## config.mk

```make
export PLATFORM = sky130hd
export DESIGN_NAME = xoro_prng
export DESIGN_NICKNAME = d
export VERILOG_FILES = /design/src/rtl/xoro_pkg.sv /design/src/rtl/xoro_next.sv /design/src/rtl/xoro_mix.sv /design/src/rtl/xoro_prng.sv
export SDC_FILE = /design/constraint.sdc
export NUM_CORES = 1
export LEC_CHECK = 0
export ABC_AREA = 1
export BUFFER_PORTS_ARGS = -buffer_cell sky130_fd_sc_hd__buf_2
export CORE_ASPECT_RATIO = 0.7
export CORE_MARGIN = 3
export CORE_UTILIZATION = 35
export CTS_BUF_LIST = sky130_fd_sc_hd__clkbuf_4 sky130_fd_sc_hd__clkbuf_8
export CTS_CLUSTER_SIZE = 16
export DETAILED_ROUTE_END_ITERATION = 12
export SETUP_SLACK_MARGIN = 0.5
export SYNTH_ARGS = -nofsm -noshare
export SYNTH_HDL_FRONTEND = slang
export SYNTH_SLANG_ARGS = --single-unit
```

## constraint.sdc

```tcl
create_clock -name clk -period 2.32 [get_ports clk]
set_input_delay 0.116 -clock clk [delete_from_list [all_inputs] [get_ports clk]]
set_output_delay 0.116 -clock clk [all_outputs]
set_load 0.1 [all_outputs]
```

## src/rtl/xoro_pkg.sv

```systemverilog
package xoro_pkg;

    typedef struct packed {
        logic [4:0] rot_a;
        logic [4:0] shl_b;
        logic [4:0] rot_c;
    } shift_set_t;

    // Set 0 is the default triple; set 1 is the alternative.
    function automatic shift_set_t pick_shifts(input int unsigned set_sel);
        shift_set_t r;
        if (set_sel == 1) begin
            r.rot_a = 5'd15;
            r.shl_b = 5'd3;
            r.rot_c = 5'd6;
        end else begin
            r.rot_a = 5'd14;
            r.shl_b = 5'd2;
            r.rot_c = 5'd7;
        end
        return r;
    endfunction

endpackage

```

## src/rtl/xoro_next.sv

```systemverilog
module xoro_next #(
    parameter int W = 16,
    parameter int A = 14,
    parameter int B = 2,
    parameter int C = 7
) (
    input  logic [W-1:0] s0_i,
    input  logic [W-1:0] s1_i,
    output logic [W-1:0] s0_o,
    output logic [W-1:0] s1_o
);
    logic [W-1:0] mix;
    logic [W-1:0] rot_s0;
    logic [W-1:0] rot_mix;

    always_comb begin
        mix     = s1_i ^ s0_i;
        rot_s0  = (s0_i << A) | (s0_i >> (W - A));
        rot_mix = (mix << C) | (mix >> (W - C));
        s0_o    = rot_s0 ^ mix ^ (mix << B);
        s1_o    = rot_mix;
    end
endmodule

```

## src/rtl/xoro_mix.sv

```systemverilog
module xoro_mix #(
    parameter int W         = 16,
    parameter bit PAR_CARRY = 1'b1,
    parameter bit PAR_MSB   = 1'b0
) (
    input  logic [W-1:0] s0_i,
    input  logic [W-1:0] s1_i,
    output logic [W-1:0] word_o
);
    logic [W:0] sum;
    logic       par;

    always_comb begin
        sum = {1'b0, s0_i} + {1'b0, s1_i};
        par = PAR_CARRY ? (^sum) : (^sum[W-1:0]);
    end

    generate
        if (PAR_MSB) begin : g_top_par
            assign word_o = {par, sum[W-2:0]};
        end else begin : g_low_par
            assign word_o = {sum[W-1:1], par};
        end
    endgenerate
endmodule

```

## src/rtl/xoro_prng.sv

```systemverilog
module xoro_prng #(
    parameter int              W          = 16,
    parameter int unsigned     CONST_SET  = 0,
    parameter bit              PAR_CARRY  = 1'b1,
    parameter bit              PAR_MSB    = 1'b0,
    parameter logic [2*W-1:0]  RESET_SEED = 32'h6A09_E667,
    parameter logic [2*W-1:0]  ZERO_SEED  = 32'hBB67_AE85
) (
    input  logic           clk,
    input  logic           rst,
    input  logic           seed_valid,
    input  logic [2*W-1:0] seed,
    input  logic           step,
    output logic           out_valid,
    output logic [W-1:0]   out_data
);
    import xoro_pkg::*;

    localparam shift_set_t SH = pick_shifts(CONST_SET);
    localparam int SA = int'(SH.rot_a);
    localparam int SB = int'(SH.shl_b);
    localparam int SC = int'(SH.rot_c);

    typedef struct packed {
        logic [W-1:0] s0;
        logic [W-1:0] s1;
        logic [W-1:0] dat;
        logic         vld;
    } regs_t;

    regs_t        r_q, r_d;
    logic [W-1:0] s0_nx, s1_nx;
    logic [W-1:0] word;
    logic [2*W-1:0] seed_fix;

    xoro_next #(.W(W), .A(SA), .B(SB), .C(SC)) u_next (
        .s0_i (r_q.s0),
        .s1_i (r_q.s1),
        .s0_o (s0_nx),
        .s1_o (s1_nx)
    );

    xoro_mix #(.W(W), .PAR_CARRY(PAR_CARRY), .PAR_MSB(PAR_MSB)) u_mix (
        .s0_i   (r_q.s0),
        .s1_i   (r_q.s1),
        .word_o (word)
    );

    always_comb begin
        seed_fix = (seed == '0) ? ZERO_SEED : seed;
        r_d      = r_q;
        r_d.vld  = 1'b0;
        if (seed_valid) begin
            r_d.s0 = seed_fix[W-1:0];
            r_d.s1 = seed_fix[2*W-1:W];
        end else if (step) begin
            r_d.s0  = s0_nx;
            r_d.s1  = s1_nx;
            r_d.dat = word;
            r_d.vld = 1'b1;
        end
    end

    always_ff @(posedge clk) begin
        if (rst) begin
            r_q.s0  <= RESET_SEED[W-1:0];
            r_q.s1  <= RESET_SEED[2*W-1:W];
            r_q.dat <= '0;
            r_q.vld <= 1'b0;
        end else begin
            r_q <= r_d;
        end
    end

    assign out_valid = r_q.vld;
    assign out_data  = r_q.dat;

    // state never collapses to zero
    p_state_nonzero_r11: assert property (@(posedge clk) disable iff (rst)
        {r_q.s1, r_q.s0} != '0);

    // a load suppresses the output strobe
    p_load_no_valid_r4: assert property (@(posedge clk) disable iff (rst)
        seed_valid |=> !out_valid);

    // zero seed is replaced
    p_zero_seed_r3: assert property (@(posedge clk) disable iff (rst)
        (seed_valid && seed == '0) |=> ({r_q.s1, r_q.s0} == ZERO_SEED));

    // nonzero seed lands in the state as given
    p_seed_load_r2: assert property (@(posedge clk) disable iff (rst)
        (seed_valid && seed != '0) |=> ({r_q.s1, r_q.s0} == $past(seed)));

    // a lone step gives one strobe
    p_step_valid_r5: assert property (@(posedge clk) disable iff (rst)
        (step && !seed_valid) |=> out_valid);

    // idle cycles leave state and data alone
    p_idle_hold_r7: assert property (@(posedge clk) disable iff (rst)
        (!step && !seed_valid) |=> ($stable(r_q.s0) && $stable(r_q.s1)
                                     && $stable(out_data) && !out_valid));
endmodule

```

==> results_dict.tcl, run 1 <==
set metrics [dict create \
    status "complete, but fails checks" \
    violations "setup timing" \
    synth_xor_area_share_pct 4.58 \
    cts_max_path_buffers 2 \
    avgSynthCellArea_um2 6.33 \
    netlist_top_cells_count "nand2_1, inv_1, dfxtp_1, nand3_1, nor2_1" \
    setup_tns_ns -0.147 \
    n_antenna_cell 0 \
    slew_violations 0 \
    placed_area_um2 4560 \
    syn_area_um2 4010 \
    synthTopCellsByArea "dfxtp_1, nand2_1, inv_1" \
    ys_seq_area_share_pct 24.4 \
    cp.buffers_inverters 2 \
    max_freq_mhz 406 \
    fin_cells 867 \
    total_power_mw 4.24 \
    synth_compound_area_share_pct 14.1 \
    netSwitchingFraction_pct 47.1 \
    yosys.area_share.simple_pct 35.5 \
    n_fill_cell 1118 \
    max_cap_violations 0 \
    core.rowCount 32 \
    post-route-util_pct 50.0 \
    via_count 4495 \
    cts_num_sinks 49 \
    seq_power_share_pct 23.8 \
    wl_met1_mm 6.26 \
    final_cell_area_um2 5550 \
    critPathTopFamily "simple AND/OR/NAND/NOR gates" \
    die_h_um 95.6 \
    drt_iter0_markers 286 \
    fin_crit_ns 2.47 \
    antenna_found_initial 0 \
    power_leakage_nw 2.73 \
    power_switching_mw 1.99 \
    critPathMaxStageDelay_ns 0.39 \
    critPathRequiredTime_ns 2.54 \
    criticalPathCategory "register to register" \
    regArea_um2 1030 \
    io_buffers 52 \
    numCtsBuffers 5 \
    die_x_um 134 \
    area_growth_pct 38.2 \
    cp_num_cells 22 \
    p_comb_share_pct 62.7 \
    powerDensity_nw_per_um2 764 \
    worstRegToRegCells 22 \
    endpoint_kind "register" \
    crit_fanout 4 \
    hpwl_mm 9.93 \
    synth.distinct_cells 41 \
    hp-class "input port to register" \
    synth-async-reset-ratio_pct 0 \
    path_cells "ha_4 -> fa_2 -> nand2_2 -> nand2_2 -> nand3_2 -> nand2_4 -> nand2_4 -> nand2_4 -> nand2_2 -> nand2_2 -> nand2_2 -> nand2_2 -> inv_2 -> nand2_4 -> nand2_2 -> nand2_2 -> nand2_2 -> nand2_1 -> nand3_1 -> nand3_1 -> nand2_1 -> inv_1" \
    syn_inst 634 \
    dr.pass1.iters 5 \
    p_int_mw 2.24 \
    core_um2 11100 \
    yosys_warnings 0 \
    h-tree-depth 2 \
    overflow 0 \
    synth.mux.area_fraction_pct 0 \
    nets 766 \
    worst_setup_path_start_kind "register" \
    clkPwrFrac_pct 13.4 \
    fin_ws_ns -0.145 \
    ctsHoldBuffers 0 \
    dr_wl_met3_um 799 \
    syn_nets 687 \
    yosys.area_share.adder_pct 5.49 \
    critPathSlowestCell "fa_2" \
    yosys.area.top_type "dfxtp_1" \
    ys_seq_elements 49 \
    hold_viol_final 0 \
    clock_skew_ns 0.0180 \
    multi_input_area_um2 3100 \
    postRouteAntennaNets 0 \
    synth-main-ff-cell "dfxtp_1" \
    io_pins 53 \
    top_layer_used "met4" \
    drcViolationCount 0 \
    grt_setup_unrepaired "true" \
    grt_pass1_vias 4150 \
    grt_pass1_wl_mm 20.6 \
    dp.cells 842 \
    period_share_pct 106 \
    critPathArrivalTime_ns 2.68 \
    ir_drop_v 0.000335 \
    finalSetupViolCount 2 \
    grt_usage_pct 20.4 \
    root_buffer "clkbuf_8" \
    synth.most_common_cell "nand2_1" \
    wl_mm 13.8 \
    min_path_cells 3 \
    wl_met2_mm 6.44 \
    vias_per_cell 5.18 \
    cts_tree "yes" \
    routabilityCongestion 0.890 \
    dieArea_um2 12800 \
    synth_top_family_by_area "simple AND/OR/NAND/NOR gates" \
    initial_utilization_pct 36.2 \
    relSlewSlack_pct 46.5 \
    wl_per_cell_um 15.9 \
    clk_pin_slew_ns 0.11 \
    synth_top_area_share_pct 24.4 \
    r2r_slack_ns -0.15 \
    drive_gt1_share_pct 41.5 \
    synth_edf_count 0 \
    tightest_slew_ns 0.802 \
    hold_ws_ns 0.0447 \
    cp_common_cell "nand2_2" \
    clk_latency_ns 0.33 \
    grt_max_degree 50 \
    post-place-ws_ns -0.149 \
]
state kept, by name (all words and copies together) (netlist names):
name	count
out_data	16
out_valid	1
r_q	32
worst min-delay path, stage by stage:
cell       delay (ns)
buf_2            0.09
o21ai_0          0.08
o2111ai_1        0.07
cell usage in the layout (no fill, tap or decap), types with 7 or more instances in the layout:
cell type and n:
nand2_1 141, inv_1 77, buf_4 57, nand2_2 54, buf_2 52, nand3_1 31
nor2_1 24, dfxtp_1 23, nand2_4 22, o21ai_0 22, dfxtp_2 21, a21oi_1 15
ha_4 15, o211ai_1 13, nand3_2 12, inv_2 11, a31oi_1 11, buf_6 10
xnor2_1 9, nand4_1 8, nand3_4 7, xor2_1 7, o2111ai_1 7
cell families after synthesis:
logic type / after synthesis
buf+inv: 136
flops: 49
fa+ha+maj: 17
simple gates: 324
xor+xnor: 21
compound gates: 87
worst paths after layout:
path	startpoint	to
worst min register to register	out_data[12]$_SDFFE_PP0P_	out_data[12]$_SDFFE_PP0P_
worst max-delay path	r_q[33]$_SDFFE_PP1P_	out_data[0]$_SDFFE_PP0P_
worst min-delay path	seed[2]	r_q[35]$_SDFFE_PP1P_
worst max register to register	r_q[33]$_SDFFE_PP1P_	out_data[0]$_SDFFE_PP0P_
routing by layer:
metal / up-vias / global-route usage, %
met1: 2137 / 27.7
met2: 130 / 33.9
met4: 0 / 4.62
met5: - / 0
met3: 27 / 3.59
li1: 2201 / -
area by class of cell:
class / count / area share (%)
inverter: 89 / 6.02
multi-input combinational: 449 / 55.8
clock buffer: 6 / 1.49
timing repair buffer: 119 / 14.4
tap: 153 / 3.45
sequential: 49 / 18.5
clock inverter: 2 / 0.248
power by group through the flow:
| stage | Sequential [mW] | Clock (mW) | Combinational (mW) |
|---|---|---|---|
| finish | 1.01 | 0.570 | 2.66 |
| global route | 1.02 | 0.615 | 2.86 |
| CTS | 1.00 | 0.577 | 2.19 |
| detailed placement | 0.998 | 0 | 1.98 |
| global placement | 0.997 | 0 | 1.92 |
| floorplan | 0.990 | 0 | 1.45 |
timing repair:
| item | CTS | global route |
|---|---|---|
| setup buffers | 6 | 11 |
| gates resized for setup | 56 | 140 |
| pin swaps | 17 | 63 |
| setup endpoints to repair | 11 | 12 |
| hold endpoints to repair | 0 | 0 |
| gates cloned | 0 | 0 |
(Power assumes the default switching activity.)
==> inputs of run 2 (changes only) <==
PLACE_DENSITY = 0.61   (was default)
==> run 2 against run 1 <==
The flow still finishes with violations (setup timing). Sequential cell count unchanged. Global-route usage increased by 0.26 points. Clock skew decreased by 0.0027 ns. Sequential power about the same. Register-to-register slack about the same. Critical path depth decreased by 5. Highest routed layer unchanged. Combinational power decreased by 8.6%. First-iteration DRC count increased by 34%. Setup slack got worse by 0.0055 ns.
==> results_dict.tcl, run 2 (synthesized netlist as in run 1, its figures left out) <==
set metrics [dict create \
    critPathRequiredTime_ns 2.54 \
    die_h_um 95.6 \
    fin_crit_ns 2.47 \
    n_antenna_cell 0 \
    ir_drop_v 0.000429 \
    crit_fanout 4 \
    max_freq_mhz 405 \
    antenna_found_initial 0 \
    grt_setup_unrepaired "true" \
    dr.pass1.iters 5 \
    root_buffer "clkbuf_8" \
    io_pins 53 \
    hpwl_mm 9.87 \
    io_buffers 52 \
    regMostFlops "r_q" \
    drive_gt1_share_pct 37.3 \
    status "complete, but fails checks" \
    routabilityCongestion 0.931 \
    drcViolationCount 0 \
    die_x_um 134 \
    violations "setup timing" \
    power_leakage_nw 2.67 \
    fin_cells 856 \
    final_cell_mix "nand2_1, inv_1, buf_2" \
    tightest_slew_ns 0.825 \
    initial_utilization_pct 36.2 \
    worst_setup_path_start_kind "register" \
    criticalPathCategory "register to register" \
    clk_pin_slew_ns 0.10 \
    powerDensity_nw_per_um2 739 \
    hold_viol_final 0 \
    core_um2 11100 \
    grt_max_degree 50 \
    grt_pass1_wl_mm 21.0 \
    slew_violations 0 \
    dp.cells 843 \
    numCtsBuffers 5 \
    hp-class "input port to register" \
    via_count 4425 \
    total_power_mw 3.99 \
    nets 755 \
    post-route-util_pct 48.7 \
    wl_mm 13.5 \
    core.rowCount 32 \
    hold_ws_ns 0.0498 \
    grt_usage_pct 20.6 \
    cts_max_path_buffers 2 \
    grt_pass1_vias 4236 \
    largest_register_ffs 32 \
    clock_skew_ns 0.0153 \
    vias_per_cell 5.17 \
    max_cap_violations 0 \
    postRouteAntennaNets 0 \
    dieArea_um2 12800 \
    period_share_pct 106 \
    h-tree-depth 2 \
    overflow 0 \
    area_growth_pct 34.6 \
    cts_num_sinks 49 \
    endpoint_kind "register" \
    fin_ws_ns -0.151 \
    critPathArrivalTime_ns 2.69 \
    wl_per_cell_um 15.8 \
    finalSetupViolCount 1 \
    clk_latency_ns 0.32 \
    drt_iter0_markers 384 \
    cts_tree "yes" \
    final_common_cell "nand2_1" \
    relSlewSlack_pct 44.9 \
]
run 2: cell count changes in the layout (fill, tap and decap cells not counted), moves of 2 or more:
cell	change
nand2_8	+2
inv_1	+2
nand2_1	+13
nand3_1	+3
a21oi_2	-2
nand3_2	-2
dfxtp_2	-3
dfxtp_1	+3
inv_2	-3
buf_4	-6
nand2_2	-15
buf_6	-6
run 2: what timing repair did:
item | 4_1_cts | 5_1_grt
setup endpoints to repair | 11 | 11
resized for setup | 62 | 108
pin swaps | 4 | 39
hold buffers | 0 | 0
setup buffers | 1 | 4
run 2: metal layers:
metal	vias to the layer above	wire length, um	global-route usage, %
li1	2184	-	-
met1	2064	6150	28.3
met2	164	6280	34.2
met3	13	915	3.64
met4	0	148	4.37
met5	-	0	0
run 2: critical path, stage by stage (launching register included):
cell	delay, ns
dfxtp_2	0.35
ha_4	0.16
fa_2	0.43
buf_4	0.16
xnor2_2	0.13
xnor2_1	0.25
xnor2_2	0.19
inv_1	0.09
nand2_1	0.08
nand2_1	0.06
nand2_1	0.05
nand2_1	0.06
inv_1	0.05
nand2_1	0.04
nand3_1	0.06
nand3_1	0.07
nand2_1	0.08
inv_1	0.03
run 2: path summary, 6_finish.rpt:
| kind | to | from | slack, ns | cells past startpoint |
|---|---|---|---|---|
| min | r_q[28]$_SDFFE_PP1P_ | seed[27] | 0.05 | 3 |
| min reg2reg | out_data[8]$_SDFFE_PP0P_ | out_data[8]$_SDFFE_PP0P_ | 0.50 | 2 |
| max reg2reg | out_data[0]$_SDFFE_PP0P_ | r_q[33]$_SDFFE_PP1P_ | -0.15 | 17 |
| max | out_data[0]$_SDFFE_PP0P_ | r_q[33]$_SDFFE_PP1P_ | -0.15 | 17 |
run 2: through the flow:
step           setup WS [ns]  TNS, ns  instance area (um^2)
2_1_floorplan          0.141        0                  4030
3_3_place_gp          -0.162   -0.162                  4570
3_5_place_dp          -0.185   -0.185                  4570
4_1_cts              -0.0431  -0.0431                  4960
5_1_grt               -0.297   -0.297                  5400
6_report              -0.151   -0.151                  5400
run 2: cell type report:
cell class | count | area (um^2)
clock buffer | 5 | 68.8
timing repair buffer | 108 | 708
clock inverter | 3 | 21.3
inverter | 89 | 337
sequential | 49 | 1020
tap | 153 | 191
multi-input combinational | 449 | 3050
fill | 1108 | 5690
run 2: power breakdown:
part | total, mW | leakage (nW) | switching, mW | internal [mW]
Combinational | 2.43 | 2.22 | 1.48 | 0.949
Clock | 0.545 | 0.0445 | 0.330 | 0.215
Sequential | 1.01 | 0.410 | 0.0835 | 0.928
==> inputs of run 3 (changes only) <==
HOLD_SLACK_MARGIN = 0.08   (was default)
==> run 3 against run 2 <==
Combinational power is 2% higher. Clock skew is 0.0027 ns higher. Non-clock buffer count is 20 higher. Critical path type unchanged. Largest power group unchanged. Highest routed layer unchanged. The run still ends with setup timing left. Critical endpoint unchanged.
==> results_dict.tcl, run 3 (synthesized netlist as in run 1, its figures left out) <==
set metrics [dict create \
    clk_pin_slew_ns 0.11 \
    tightest_slew_ns 0.816 \
    grt_pass1_vias 4302 \
    relSlewSlack_pct 45.6 \
    min_path_cells 3 \
    final_cell_mix "nand2_1, inv_1, buf_2" \
    slew_violations 0 \
    die_x_um 134 \
    hold_viol_final 0 \
    post-route-util_pct 51.0 \
    dp.cells 843 \
    io_pins 53 \
    max_cap_violations 0 \
    grt_usage_pct 20.9 \
    wl_per_cell_um 16.1 \
    die_h_um 95.6 \
    endpoint_kind "register" \
    critPathArrivalTime_ns 2.70 \
    overflow 0 \
    vias_per_cell 5.22 \
    regMostFlops "r_q" \
    grt_pass1_wl_mm 21.3 \
    ir_drop_v 0.000435 \
    cts_max_path_buffers 2 \
    postRouteAntennaNets 0 \
    p_comb_share_pct 61.3 \
    fin_crit_ns 2.48 \
    drt_iter0_markers 386 \
    power_switching_mw 1.91 \
    critPathRequiredTime_ns 2.54 \
    p_int_mw 2.12 \
    cts_num_sinks 49 \
    hold_ws_ns 0.0842 \
    core.rowCount 32 \
    crit_fanout 4 \
    h-tree-depth 2 \
    n_antenna_cell 0 \
    clk_latency_ns 0.33 \
    powerDensity_nw_per_um2 713 \
    worstRegToRegCells 17 \
    dr.pass1.iters 5 \
    period_share_pct 107 \
    core_um2 11100 \
    max_freq_mhz 404 \
    largest_register_ffs 32 \
    r2r_slack_ns -0.16 \
    total_power_mw 4.03 \
    clock_skew_ns 0.0180 \
    rr_startpoint "r_q[33]$_SDFFE_PP1P_" \
    antenna_found_initial 0 \
    seq_power_share_pct 25.1 \
    via_count 4569 \
    routabilityCongestion 0.931 \
    hpwl_mm 9.87 \
    setup_tns_ns -0.157 \
    min_from "seed[12]" \
    drcViolationCount 0 \
    hold_end "r_q[45]$_SDFFE_PP0P_" \
    fin_ws_ns -0.157 \
    netSwitchingFraction_pct 47.5 \
    status "complete, but fails checks" \
    wl_mm 14.1 \
    root_buffer "clkbuf_8" \
    nets 775 \
    violations "setup timing" \
    finalSetupViolCount 1 \
    final_common_cell "nand2_1" \
    numCtsBuffers 5 \
    n_fill_cell 1073 \
    r2r_end "out_data[0]$_SDFFE_PP0P_" \
    io_buffers 52 \
    grt_max_degree 50 \
    drive_gt1_share_pct 37.8 \
    grt_setup_unrepaired "true" \
    hp-class "input port to register" \
    dieArea_um2 12800 \
    clkPwrFrac_pct 13.6 \
    fin_cells 876 \
    power_leakage_nw 2.82 \
    worst_setup_path_start_kind "register" \
    criticalPathCategory "register to register" \
    area_growth_pct 40.9 \
    initial_utilization_pct 36.2 \
    cts_tree "yes" \
]
## run 3: power by group through the flow
stage,registers [mW],clock network (mW),logic [mW]
finish,1.01,0.550,2.47
detailed placement,0.999,0,1.96
floorplan,0.990,0,1.45
CTS,1.00,0.567,2.13
global route,1.02,0.602,2.68
global placement,0.996,0,1.92
## run 3: cell type report
type	instances	area (um^2)	area share (%)
well taps	153	191	3.39
multi-input cells	449	3100	54.8
flip-flops and latches	49	1020	18.1
repair buffers	128	915	16.2
clock inverters	3	21.3	0.376
inverters	89	337	5.95
clock buffers	5	68.8	1.22
## run 3: critical path, cell delays in order (launching register included)
cell     delay, ns
dfxtp_2       0.35
ha_4          0.16
fa_2          0.43
buf_4         0.16
xnor2_2       0.13
xnor2_1       0.25
xnor2_2       0.19
inv_1         0.10
nand2_1       0.09
nand2_1       0.05
nand2_1       0.05
nand2_1       0.06
inv_1         0.05
nand2_1       0.04
nand3_1       0.06
nand3_1       0.07
nand2_1       0.08
inv_1         0.03
## run 3: worst max path at each step
stage	start	endpoint	slack, ns	cells after the start
after floorplan	r_q[33]$_SDFFE_PP1P_	out_data[0]$_SDFFE_PP0P_	0.14	16
after global placement	r_q[27]$_SDFFE_PP0P_	out_data[0]$_SDFFE_PP0P_	-0.16	18
after detailed placement	r_q[27]$_SDFFE_PP0P_	out_data[0]$_SDFFE_PP0P_	-0.18	18
after CTS	r_q[33]$_SDFFE_PP1P_	out_data[0]$_SDFFE_PP0P_	-0.04	19
after global routing	r_q[33]$_SDFFE_PP1P_	out_data[0]$_SDFFE_PP0P_	-0.30	22
final	r_q[33]$_SDFFE_PP1P_	out_data[0]$_SDFFE_PP0P_	-0.16	17
## run 3: through the flow
stage | setup slack, ns | area (um^2)
after CTS | -0.0431 | 5100
after floorplan | 0.141 | 4030
after global routing | -0.297 | 5650
after global placement | -0.162 | 4570
after detailed placement | -0.185 | 4570
final | -0.157 | 5650
## run 3: metal layers
layer  GRT usage (%)  up-vias  share of wire [%]
li1                -     2214                  -
met1            28.4     2164                 44
met2            34.8      168                 47
met3            3.74       23                7.6
met4            4.62        0                1.3
met5               0        -                  0
## run 3: timing repair
action,4_1_cts,5_1_grt
pin swaps,4,49
gates resized for setup,62,128
cloned,0,2
endpoints found under the setup margin,11,30
hold buffers,14,2
setup buffers,1,6
endpoints found under the hold margin,14,2
